<file path="config.mk">
export PLATFORM = sky130hd
export DESIGN_NAME = mem_stall_gate_ctl
export DESIGN_NICKNAME = d
export VERILOG_FILES = /design/src/rtl/mem_stall_gate_ctl.sv
export SDC_FILE = /design/constraint.sdc
export NUM_CORES = 1
export LEC_CHECK = 0
export ABC_AREA = 1
export BUFFER_PORTS_ARGS = -buffer_cell sky130_fd_sc_hd__buf_2
export CAP_MARGIN = 25
export CORE_AREA = 2 2 150 152
export CTS_CLUSTER_DIAMETER = 200
export DETAILED_ROUTE_END_ITERATION = 8
export DIE_AREA = 0 0 152 154
export GPL_ROUTABILITY_DRIVEN = 0
export GPL_TIMING_DRIVEN = 1
export PLACE_DENSITY = 0.7
export SETUP_SLACK_MARGIN = 0.1
export SYNTH_ARGS = -nofsm -noshare
export SYNTH_HDL_FRONTEND = slang
export SYNTH_SLANG_ARGS = --single-unit
export TNS_END_PERCENT = 30
</file>
<file path="constraint.sdc">
create_clock -name clk -period 6.81 [get_ports clk]
set_input_delay 1.7025 -clock clk [delete_from_list [all_inputs] [get_ports clk]]
set_output_delay 1.7025 -clock clk [all_outputs]
set_load 0.02 [all_outputs]
</file>
<file path="src/rtl/mem_stall_gate_ctl.sv">
module mem_stall_gate_ctl #(
  parameter int CW = 16,
  parameter int DW = 16
) (
  input  logic          clk,
  input  logic          rst_n,
  input  logic          req_i,
  input  logic          resp_i,
  input  logic [CW-1:0] llc_hit_lat_i,
  input  logic [CW-1:0] row_miss_lat_i,
  input  logic [CW-1:0] wake_lat_i,
  input  logic [CW-1:0] margin_i,
  output logic          gate_req_o,
  output logic          wake_trig_o
);
  localparam int SW = ((CW > DW) ? CW : DW) + 4;
  localparam logic signed [SW-1:0] DMAX = SW'((64'sd1 <<< (DW-1)) - 64'sd1);
  localparam logic signed [SW-1:0] DMIN = -DMAX - SW'(1);

  logic                 busy, decided, gate_q, wake_q;
  logic [CW-1:0]        cnt;
  logic signed [DW-1:0] delta_q, delta_sat;
  logic signed [SW-1:0] cnt_s, wake_s, marg_s, dext, pred_raw, pred;
  logic signed [SW-1:0] beta, nxt_neg, nxt_pos, nxt;
  logic                 gate_ok, wake_due;

  assign cnt_s    = $signed({{(SW-CW){1'b0}}, cnt});
  assign wake_s   = $signed({{(SW-CW){1'b0}}, wake_lat_i});
  assign marg_s   = $signed({{(SW-CW){1'b0}}, margin_i});
  assign dext     = {{(SW-DW){delta_q[DW-1]}}, delta_q};
  assign pred_raw = $signed({{(SW-CW){1'b0}}, row_miss_lat_i}) + dext;
  assign pred     = pred_raw[SW-1] ? '0 : pred_raw;

  assign gate_ok  = (pred - cnt_s) > (wake_s + marg_s);
  assign wake_due = (cnt_s + wake_s) >= pred;

  assign beta     = cnt_s - pred;
  assign nxt_neg  = dext + beta;
  assign nxt_pos  = ((dext * 5'sd13) >>> 4) + ((beta * 5'sd3) >>> 4);
  assign nxt      = beta[SW-1] ? nxt_neg : nxt_pos;
  assign delta_sat = (nxt > DMAX) ? DMAX[DW-1:0] :
                     (nxt < DMIN) ? DMIN[DW-1:0] : nxt[DW-1:0];

  always_ff @(posedge clk or negedge rst_n) begin
    if (!rst_n) begin
      busy    <= 1'b0;
      decided <= 1'b0;
      gate_q  <= 1'b0;
      wake_q  <= 1'b0;
      cnt     <= '0;
      delta_q <= '0;
    end else begin
      wake_q <= 1'b0;
      if (!busy) begin
        if (req_i) begin
          busy    <= 1'b1;
          decided <= 1'b0;
          cnt     <= CW'(1);
        end
      end else if (resp_i) begin
        busy    <= 1'b0;
        delta_q <= delta_sat;
        if (gate_q) begin
          gate_q <= 1'b0;
          wake_q <= 1'b1;
        end
      end else begin
        if (cnt != '1) cnt <= cnt + CW'(1);
        if (!decided && cnt > llc_hit_lat_i) begin
          decided <= 1'b1;
          gate_q  <= gate_ok;
        end else if (gate_q && wake_due) begin
          gate_q <= 1'b0;
          wake_q <= 1'b1;
        end
      end
    end
  end

  assign gate_req_o  = gate_q;
  assign wake_trig_o = wake_q;


  wake_one_cycle_chk: assert property (@(posedge clk) disable iff (!rst_n)
    wake_trig_o |=> !wake_trig_o);

  wake_ends_gate_chk: assert property (@(posedge clk) disable iff (!rst_n)
    wake_trig_o |-> $fell(gate_req_o));

  gate_rise_late_chk: assert property (@(posedge clk) disable iff (!rst_n)
    $rose(gate_req_o) |-> ($past(cnt) > $past(llc_hit_lat_i)));

  gate_needs_miss_chk: assert property (@(posedge clk) disable iff (!rst_n)
    gate_req_o |-> busy);

  delta_hold_chk: assert property (@(posedge clk) disable iff (!rst_n)
    !(resp_i && busy) |=> $stable(delta_q));

  delta_range_chk: assert property (@(posedge clk) disable iff (!rst_n)
    (resp_i && busy && beta[SW-1] && (nxt_neg < DMIN)) |=> (delta_q == DMIN[DW-1:0]));
endmodule

</file>
[After elaboration in Yosys (flattened, before gate mapping)]
Cells that the tools add are included.
Word-level totals
  flip-flop bits (word level): 36
  bits of input ports: 68
  output and inout port bits: 2
Cells by class
  add/subtract/negate cells: 8
  $mul: 2
  order comparisons: 5
  equality and inequality tests: 4
  mux-type cells: 23
  reductions and logical operators: 9
Operators with widths (count)
  2-to-1 mux 16 bit: 6
  adder 16 x 16 -> 17 bit: 3
  adder 16 x 20 -> 20 bit: 1
  greater-than comparator 20 x 16 -> 1 bit, second input constant: 1
  greater-than comparator 20 x 18 -> 1 bit: 1
  less-than comparator 20 x 16 -> 1 bit, second input constant: 1
  multiplier 16 x 5 -> 20 bit, second input constant: 1
  multiplier 20 x 3 -> 20 bit, second input constant: 1
  2-to-1 mux 20 bit: 1
  subtractor 16 x 19 -> 20 bit: 1
  subtractor 19 x 16 -> 20 bit: 1
  greater-or-equal comparator 17 x 19 -> 1 bit: 1
  2-to-1 mux 19 bit: 1
  adder 17 x 16 -> 18 bit: 1
  adder 16 x 1 -> 16 bit, second input constant: 1
  greater-than comparator 16 bit: 1
  inequality test 16 bit, second input constant: 1
  2-to-1 mux 1 bit: 15
  AND reduction 3 bit: 2
  inequality test 2 x 1 -> 1 bit, second input constant: 2
  AND reduction 2 bit: 2
  nonzero test 3 bit: 1
  logical AND 1 bit: 2
  inequality test 2 bit, second input constant: 1
  2 further kinds: 2

[Longest topological paths before layout]
Gate-level depths: netlist of run 1.
  depth after elaboration: 9
  gate-level depth with buffers: 51
  mapped depth without buffers: 50

[Worst setup path after synthesis of run 1]
OpenSTA, ideal clock, no wires.
  kind: input to register
  start: input row_miss_lat_i[8]
  end: register delta_q[5]
  library setup time: 0.120 ns
  data arrival time: 7.967 ns
  slack: -1.277 ns
  stages: 45
  buffers on the path: 1
  cell sequence: ha_1 nand2_2 inv_1 a21oi_2 nand3_2 nand2_2 nand3_1 nand2_1 clkinv_1 nor3_1 inv_1 ha_1 a21oi_1 nand2_1 a31oi_1 o21ai_0 nand2_1 nand2_1 (+9 left out) nand2_1 nand2_1 a21oi_1 o21bai_1 xor2_1 ha_1 inv_1 nor3_1 nand3_1 nand2_1 nor2_1 a21oi_1 nand2_4 a21oi_1 nand4_2 nand2_4 buf_12 a21oi_2
On the way
  cells in the longest elaborated chain, start to end: 9
  elaborated cells on any way between the ends: 11
  classes of those cells: add/sub (4); mul (1); order compare (2); mux (4)
Ends and longest elaborated chain
  start: declaration: RTL line 10  | input logic [CW-1:0] row_miss_lat_i,
  adder 17 x 16 -> 18 bit (*): RTL line 31  | assign pred_raw = $signed({{(SW-CW){1'b0}}, row_miss_lat_i}) + dext;
  2-to-1 mux 19 bit (*): RTL line 32  | assign pred = pred_raw[SW-1] ? '0 : pred_raw;
  subtractor 16 x 19 -> 20 bit (*): RTL line 37  | assign beta = cnt_s - pred;
  multiplier 20 x 3 -> 20 bit: RTL line 39  | assign nxt_pos = ((dext * 5'sd13) >>> 4) + ((beta * 5'sd3) >>> 4);
  adder 16 x 16 -> 17 bit: RTL line 39
  2-to-1 mux 20 bit (*): RTL line 40  | assign nxt = beta[SW-1] ? nxt_neg : nxt_pos;
  less-than comparator 20 x 16 -> 1 bit: RTL line 42  | (nxt < DMIN) ? DMIN[DW-1:0] : nxt[DW-1:0];
  2-to-1 mux 16 bit: RTL line 42
  2-to-1 mux 16 bit (*): RTL line 41  | assign delta_sat = (nxt > DMAX) ? DMAX[DW-1:0] :
  end signal: assignment: RTL line 62  | delta_q <= delta_sat;
  end: declaration: RTL line 22  | logic signed [DW-1:0] delta_q, delta_sat;
Every way passes the cells marked *; elsewhere a longest branch is shown, timed or not.
A chain may end at the register's enable or synchronous reset.

[Worst setup path in the final report of run 1]
  start: input row_miss_lat_i[2]
  end: register delta_q[3]
The elaborated chain is that of the path after synthesis.

==> flow_metrics.tcl, run 1 <==
set metrics [dict create \
    outcome "finished, violations left" \
    violations "negative setup slack" \
    drc_errors 0 \
    cts_root_buf "clkbuf_16" \
    start_util_pct 49.71 \
    numCtsBuffers 5 \
    grt_pass1_wl_microns 53240 \
    gr-usage-met1_pct 30.88 \
    fmax_mhz 127.2 \
    stdcell_area_sq_um 14650 \
    clock_latency_ns 0.30 \
    drtIter0Drc 593 \
    antenna_found_initial 0 \
    setup_ws_ns -1.050 \
    final-setup-viol-count 16 \
    core-area_sq_um 21690 \
    portBuffers 69 \
    syn_inst 1542 \
    grt_pass1_vias 11770 \
    min_period_over_period_pct 115.4 \
    yosysWarnings 0 \
    wl_per_cell_microns 15.66 \
    final_layout_size_suffix_gt1_share_pct 28.39 \
    synth_top_area_share_pct 28.78 \
    cp.required_ns 6.98 \
    synth_top_cell_by_area "ha_1" \
    rows 54 \
    cp_common_cell "nand2_1" \
    r2r_end "delta_q[3]" \
    fp.dieH_microns 154 \
    crit_path_start_kind "primary input" \
    vias_per_cell 5.440 \
    grt_max_degree 37 \
    grt_util_met2_pct 51.97 \
    synth-edff-count 0 \
    htree_levels 2 \
    synth_commonest_cells "257 x nand2_1, 248 x ha_1, 248 x inv_1" \
    ys_top_cells_by_area "ha_1 29%, nand2_1 8.9%, inv_1 8.6%" \
    cts_buffer_depth 2 \
    worst_slew_pin_slew_ns 0.9220 \
    worstSetupPathType "in -> reg" \
    worstHoldPathCells 2 \
    reg2reg_setup_slack_ns -0.03 \
    ys.flop_type "dfrtp_1" \
    vias 11620 \
    min_to "decided" \
    fin_nets 2194 \
    worstHoldStart "decided" \
    maxCapViolations 0 \
    grt-ovfl-total 0 \
    avgSynthCellArea_sq_um 6.992 \
    synth_nets 1880 \
    clock-sinks 36 \
    dp_slack_ns -1.262 \
    drv_slew 0 \
    rsz0062_at_grt "yes" \
    die-width_microns 152 \
    clk_pin_slew_ns 0.06 \
    rr_worst_depth 43 \
    diodes 0 \
    postRouteAntennaNets 0 \
    hpwl_microns 27160 \
    cp-startpoint "row_miss_lat_i[2]" \
    fin_crit_ns 7.860 \
    critPathMaxFanout 8 \
    hold_class "reg -> reg" \
    ys_seq_area_share_pct 8.356 \
    track_usage_pct 27.48 \
    wl_microns 33450 \
    syn2layout_area_growth_pct 35.91 \
    worst_clock_skew_ns 0.01280 \
    cpPeakStageDelay_ns 0.33 \
    synth.cell_area_sq_um 10780 \
    ys_types 56 \
    finalHoldViolCount 0 \
    grt_use_met3_pct 1.860 \
    drt_pass1_iterations 5 \
    io_pins 70 \
    ys_ff_latch 36 \
    async_flop_share_pct 100.0 \
    grt-busiest-layer "met2" \
    dieArea_sq_um 23410 \
    slew_headroom_pct 38.54 \
    cp-end-kind "flop" \
    synth.most_common_cell "nand2_1" \
    cts_tree "built" \
    arrival_ns 8.03 \
    regToRegStartpoint "delta_q[6]" \
    slowest_stage "ha_1" \
    dpl_cell_area_sq_um 13480 \
]
critical path, delay by kind of cell:
kind,cells,cell delay [ns]
simple gates,25,2.52
compound gates,11,1.57
fa+ha+maj,5,1.36
xor+xnor,2,0.36
buf+inv,4,0.49
worst max-delay path by stage:
stage	endpoint	slack [ns]	depth (start not counted)
floorplan	delta_q[5]	-0.54	49
global placement	delta_q[0]	-1.10	42
detailed placement	delta_q[2]	-1.26	43
CTS	delta_q[3]	-0.74	45
global route	delta_q[3]	-1.39	45
finish	delta_q[3]	-1.05	47
what timing repair did:
item / in CTS / in global routing
pin swaps: 65 / 63
cloned: 2 / 0
buffers inserted: 15 / 12
endpoints found under the setup margin: 16 / 17
hold buffers: 0 / 0
gates resized for setup: 76 / 78
final cells by class:
class | count | area (sq um)
clock buffers | 7 | 152.6
well taps | 280 | 350.3
fillers | 1767 | 7036
flip-flops and latches | 36 | 900.9
inverters | 252 | 963.4
multi-input cells | 1239 | 9960
repair buffers | 322 | 2326
cell usage in the layout, fill, tap and decap left out, types with 13 or more instances in the layout:
master,instances
nand4_1,22
buf_2,60
o21ai_0,70
nand3_1,50
a31oi_1,13
ha_1,213
nand2_2,31
ha_4,31
buf_4,251
nand2_4,16
nor3_1,25
nand2_1,220
fa_1,21
nor2_1,80
xor2_1,74
a21oi_2,35
dfrtp_1,36
a21oi_1,144
inv_1,241
xnor2_1,38
metal layers:
layer  vias up  part of all wire, %
met2       321                   50
met1      5378                   41
met4         0                  5.9
met3       107                  4.0
li1       5813                    -
met5         -                    0
registers in the layout, indices dropped and copies added, names as in the netlist:
register and count:
busy 1, cnt 16, gate_req_o 1, decided 1, delta_q 16, wake_trig_o 1
metrics by stage:
step | util, % | TNS [ns] | hold WS (ns) | cells
detailed placement | 62.16 | -19.49 | 0.5168 | 2100
global route | 67.56 | -21.90 | 0.5512 | 2136
floorplan | - | -7.795 | 0.4887 | 1542
global placement | 62.16 | -17.29 | 0.5045 | 2100
CTS | 65.44 | -11.62 | 0.5279 | 2124
finish | 67.56 | -16.48 | 0.5251 | 2136
kinds of logic after synthesis:
| kind of cell | count (synthesis) | synth area share (%) |
|---|---|---|
| compound gates | 346 | 18.23 |
| xor+xnor | 126 | 10.24 |
| fa+ha+maj | 270 | 32.87 |
| buf+inv | 269 | 9.864 |
| flops | 36 | 8.356 |
| mux | 4 | 0.3714 |
| simple gates | 491 | 20.08 |
Power of run 1 is not shown: default switching activity piles up to over one toggle a cycle in this logic, so the estimate is an artifact.
==> run 2, diff against run 1 <==
Settings changed: PLACE_DENSITY 0.7 to 0.67.
Clock period 6.81 ns to 9.8 ns, I/O delays scaled along.
==> flow_metrics.tcl, run 2 (same netlist as run 1, synthesis figures left out) <==
set metrics [dict create \
    outcome "complete, no violations" \
    worst_slew_pin_slew_ns 0.9378 \
    grt_pass1_vias 10070 \
    final_layout_size_suffix_gt1_share_pct 9.851 \
    hpwl_microns 24950 \
    cpPeakStageDelay_ns 0.41 \
    htree_levels 2 \
    vias 10420 \
    clock_latency_ns 0.30 \
    maxCapViolations 0 \
    worst-path-buf-inv 7 \
    wl_per_cell_microns 15.64 \
    rsz0062_at_grt "no" \
    critPathMaxFanout 7 \
    fp.dieH_microns 154 \
    cp-end-kind "flop" \
    dp.cells 1883 \
    critPathTopFamily "simple AND/OR/NAND/NOR gates" \
    arrival_ns 9.34 \
    worst_clock_skew_ns 0.01149 \
    grt_max_degree 37 \
    crit_path_start_kind "primary input" \
    antenna_found_initial 0 \
    worstHoldPathCells 2 \
    clk_pin_slew_ns 0.07 \
    vias_per_cell 5.502 \
    drc_errors 0 \
    reg2reg_setup_slack_ns 2.34 \
    grt-ovfl-total 0 \
    drv_slew 0 \
    layout_commonest_cell "nand2_1" \
    cts_root_buf "clkbuf_16" \
    slowest_stage "fa_1" \
    drtIter0Drc 591 \
    dieArea_sq_um 23410 \
    fin_nets 1951 \
    cts_hold_buf 0 \
    slew_headroom_pct 37.48 \
    mostFrequentLayoutCells "254 x nand2_1, 247 x inv_1, 245 x ha_1, 166 x a21oi_1, 90 x nor2_1" \
    cp.required_ns 10.04 \
    numCtsBuffers 5 \
    r2r_end "delta_q[10]" \
    syn2layout_area_growth_pct 8.843 \
    cts_buffer_depth 2 \
    portBuffers 69 \
    regArea_sq_um 900.9 \
    drt_pass1_iterations 4 \
    rr_worst_depth 46 \
    wl_microns 29620 \
    fmax_mhz 109.8 \
    die-width_microns 152 \
    start_util_pct 49.71 \
    setup_tns_ns 0 \
    diodes 0 \
    grt_pass1_wl_microns 46950 \
    track_usage_pct 24.48 \
    clock-sinks 36 \
    postRouteAntennaNets 0 \
    fill_cells 2183 \
    cts_tree "built" \
    min_period_over_period_pct 92.92 \
    min_to "decided" \
    fin_crit_ns 9.106 \
    fin_cells 1894 \
    largestRegisters "cnt (16), delta_q (16)" \
    cp_common_cell "nand2_1" \
    regToRegStartpoint "delta_q[7]" \
    finalHoldViolCount 0 \
    io_pins 70 \
    hold_class "reg -> reg" \
    final-setup-viol-count 0 \
    rows 54 \
    core-area_sq_um 21690 \
    worstHoldStart "decided" \
    worstSetupPathType "in -> reg" \
    multi_input_area_sq_um 8971 \
]
==> run 2: worst max path at each step <==
| stage | start | endpoint | cells past startpoint |
|---|---|---|---|
| after CTS | row_miss_lat_i[8] | delta_q[2] | 42 |
| after global placement | row_miss_lat_i[8] | delta_q[3] | 42 |
| after floorplan | row_miss_lat_i[8] | delta_q[5] | 45 |
| after global routing | row_miss_lat_i[4] | delta_q[10] | 50 |
| after detailed placement | row_miss_lat_i[8] | delta_q[2] | 42 |
| final | row_miss_lat_i[7] | delta_q[10] | 47 |
==> run 2: per-layer routing <==
| layer | wire, microns | vias up | global-route usage [%] |
|---|---|---|---|
| li1 | - | 5351 | - |
| met1 | 12840 | 4796 | 29.25 |
| met2 | 14650 | 219 | 45.37 |
| met3 | 792 | 54 | 1.212 |
| met4 | 1331 | 0 | 10.86 |
| met5 | 0 | - | 0 |
==> run 2: what timing repair did <==
action,4_1_cts,5_1_grt
setup buffers,0,1
endpoints found under the setup margin,0,16
gates resized for setup,0,32
==> run 2: metrics by stage <==
stage	util [%]	setup WS, ns	cell area [sq um]	hold WS [ns]
5_1_grt	54.11	0.03916	11740	0.5628
6_report	54.11	0.6937	11740	0.5295
2_1_floorplan	-	0.9650	10780	0.4887
3_5_place_dp	52.69	0.002736	11430	0.5153
3_3_place_gp	52.69	0.1632	11430	0.5110
4_1_cts	53.36	0.2872	11570	0.5279
==> run 2: cell type report <==
class                           instances  area share, %
Clock buffer                            8          1.247
Inverter                              252          8.061
Multi-Input combinational cell       1239          76.45
Sequential cell                        36          7.677
Tap cell                              280          2.985
Timing Repair Buffer                   79          3.582
==> run 2: tightest hold or removal path, cell delays in order, from the launching register on <==
cell and delay, ns:
dfrtp_1 0.38, inv_1 0.05, a21oi_1 0.06
Power of run 2 is left out for the same reason.
==> run 3, diff against run 2 <==
Settings changed: GPL_ROUTABILITY_DRIVEN 0 to unset, MAX_ROUTING_LAYER set to met4.
==> flow_metrics.tcl, run 3 (same netlist as run 1, synthesis figures left out) <==
set metrics [dict create \
    worstSetupPathType "in -> reg" \
    drv_slew 0 \
    rr_worst_depth 45 \
    dieArea_sq_um 23410 \
    place.gp.congestion 0.9328 \
    syn2layout_area_growth_pct 8.414 \
    vias 10320 \
    drtIter0Drc 592 \
    hpwl_microns 24960 \
    cts_tree "built" \
    r2r_end "delta_q[8]" \
    grt-ovfl-total 0 \
    cp-startpoint "row_miss_lat_i[8]" \
    min_period_over_period_pct 93.67 \
    fin_nets 1949 \
    worst_slew_pin_slew_ns 0.9133 \
    cts_hold_buf 0 \
    fin_util_pct 53.89 \
    rows 54 \
    worstHoldStart "decided" \
    final_layout_size_suffix_gt1_share_pct 8.995 \
    cpPeakStageDelay_ns 0.40 \
    fin_crit_ns 9.179 \
    cp_common_cell "nand2_1" \
    regToRegStartpoint "delta_q[7]" \
    clock_latency_ns 0.30 \
    clock-sinks 36 \
    arrival_ns 9.36 \
    path_depth 46 \
    rsz0062_at_grt "no" \
    maxCapViolations 0 \
    reg2reg_setup_slack_ns 2.31 \
    layout_commonest_cell "nand2_1" \
    cp-end-kind "flop" \
    grt_pass1_vias 10230 \
    io_pins 70 \
    hold_class "reg -> reg" \
    whs_ns 0.5173 \
    start_util_pct 49.71 \
    track_usage_pct 25.47 \
    slew_headroom_pct 39.11 \
    drt_pass1_iterations 6 \
    clk_pin_slew_ns 0.07 \
    finalHoldViolCount 0 \
    numCtsBuffers 5 \
    htree_levels 2 \
    crit_path_end "delta_q[8]" \
    die-width_microns 152 \
    diodes 0 \
    fmax_mhz 108.9 \
    fp.dieH_microns 154 \
    largestRegisters "cnt (16), delta_q (16)" \
    wl_microns 28960 \
    core-area_sq_um 21690 \
    grt_max_degree 37 \
    wl_per_cell_microns 15.31 \
    slowest_stage "fa_1" \
    grt_pass1_wl_microns 47530 \
    portBuffers 69 \
    cts_buffer_depth 2 \
    antenna_found_initial 0 \
    outcome "complete, no violations" \
    drc_errors 0 \
    critPathTopFamily "simple AND/OR/NAND/NOR gates" \
    crit_path_start_kind "primary input" \
    final-setup-viol-count 0 \
    worst_clock_skew_ns 0.01182 \
    vias_per_cell 5.455 \
    postRouteAntennaNets 0 \
    worst-path-buf-inv 6 \
    cts_root_buf "clkbuf_16" \
    critPathMaxFanout 7 \
    cp.required_ns 9.98 \
    mostFrequentLayoutCells "256 x nand2_1, 248 x inv_1, 248 x ha_1, 171 x a21oi_1, 91 x nor2_1" \
    fill_cells 2198 \
]
## run 3: final cells by class
| type | count | area [sq um] | area share, % |
|---|---|---|---|
| Tap cell | 280 | 350.3 | 2.997 |
| Sequential cell | 36 | 900.9 | 7.707 |
| Inverter | 252 | 945.9 | 8.092 |
| Multi-Input combinational cell | 1238 | 8911 | 76.24 |
| Clock buffer | 5 | 125.1 | 1.070 |
| Timing Repair Buffer | 78 | 412.9 | 3.532 |
| Clock inverter | 3 | 42.54 | 0.3639 |
## run 3: per-layer routing
metal	share of wire [%]	GRT usage, %
met5	0	-
met4	3.6	9.168
met3	2.5	1.888
met2	50	46.40
met1	44	29.40
## run 3: timing repair
item / CTS / global route
endpoints found under the setup margin: 0 / 16
resized for setup: 0 / 17
setup buffers: 0 / 1
## run 3: worst min path at each step
stage	to	slack [ns]	depth (start not counted)
2_1_floorplan	decided	0.49	2
3_3_place_gp	decided	0.50	2
3_5_place_dp	decided	0.51	2
4_1_cts	decided	0.52	2
5_1_grt	decided	0.54	2
6_report	decided	0.52	2
## run 3: tightest hold or removal path, cell delays in order, from the launching register on
cell and delay [ns]:
dfrtp_1 0.38, inv_1 0.05, a21oi_1 0.05
## run 3: per-stage QoR
step / setup TNS, ns / worst slack [ns] / cell area [sq um] / instances
4_1_cts: 0 / 0.2409 / 11590 / 1890
5_1_grt: 0 / 0.09212 / 11690 / 1892
3_3_place_gp: 0 / 0.003515 / 11420 / 1882
6_report: 0 / 0.6208 / 11690 / 1892
2_1_floorplan: 0 / 0.9650 / 10780 / 1542
3_5_place_dp: -0.4672 / -0.04773 / 11420 / 1882
Power of run 3 is left out for the same reason.
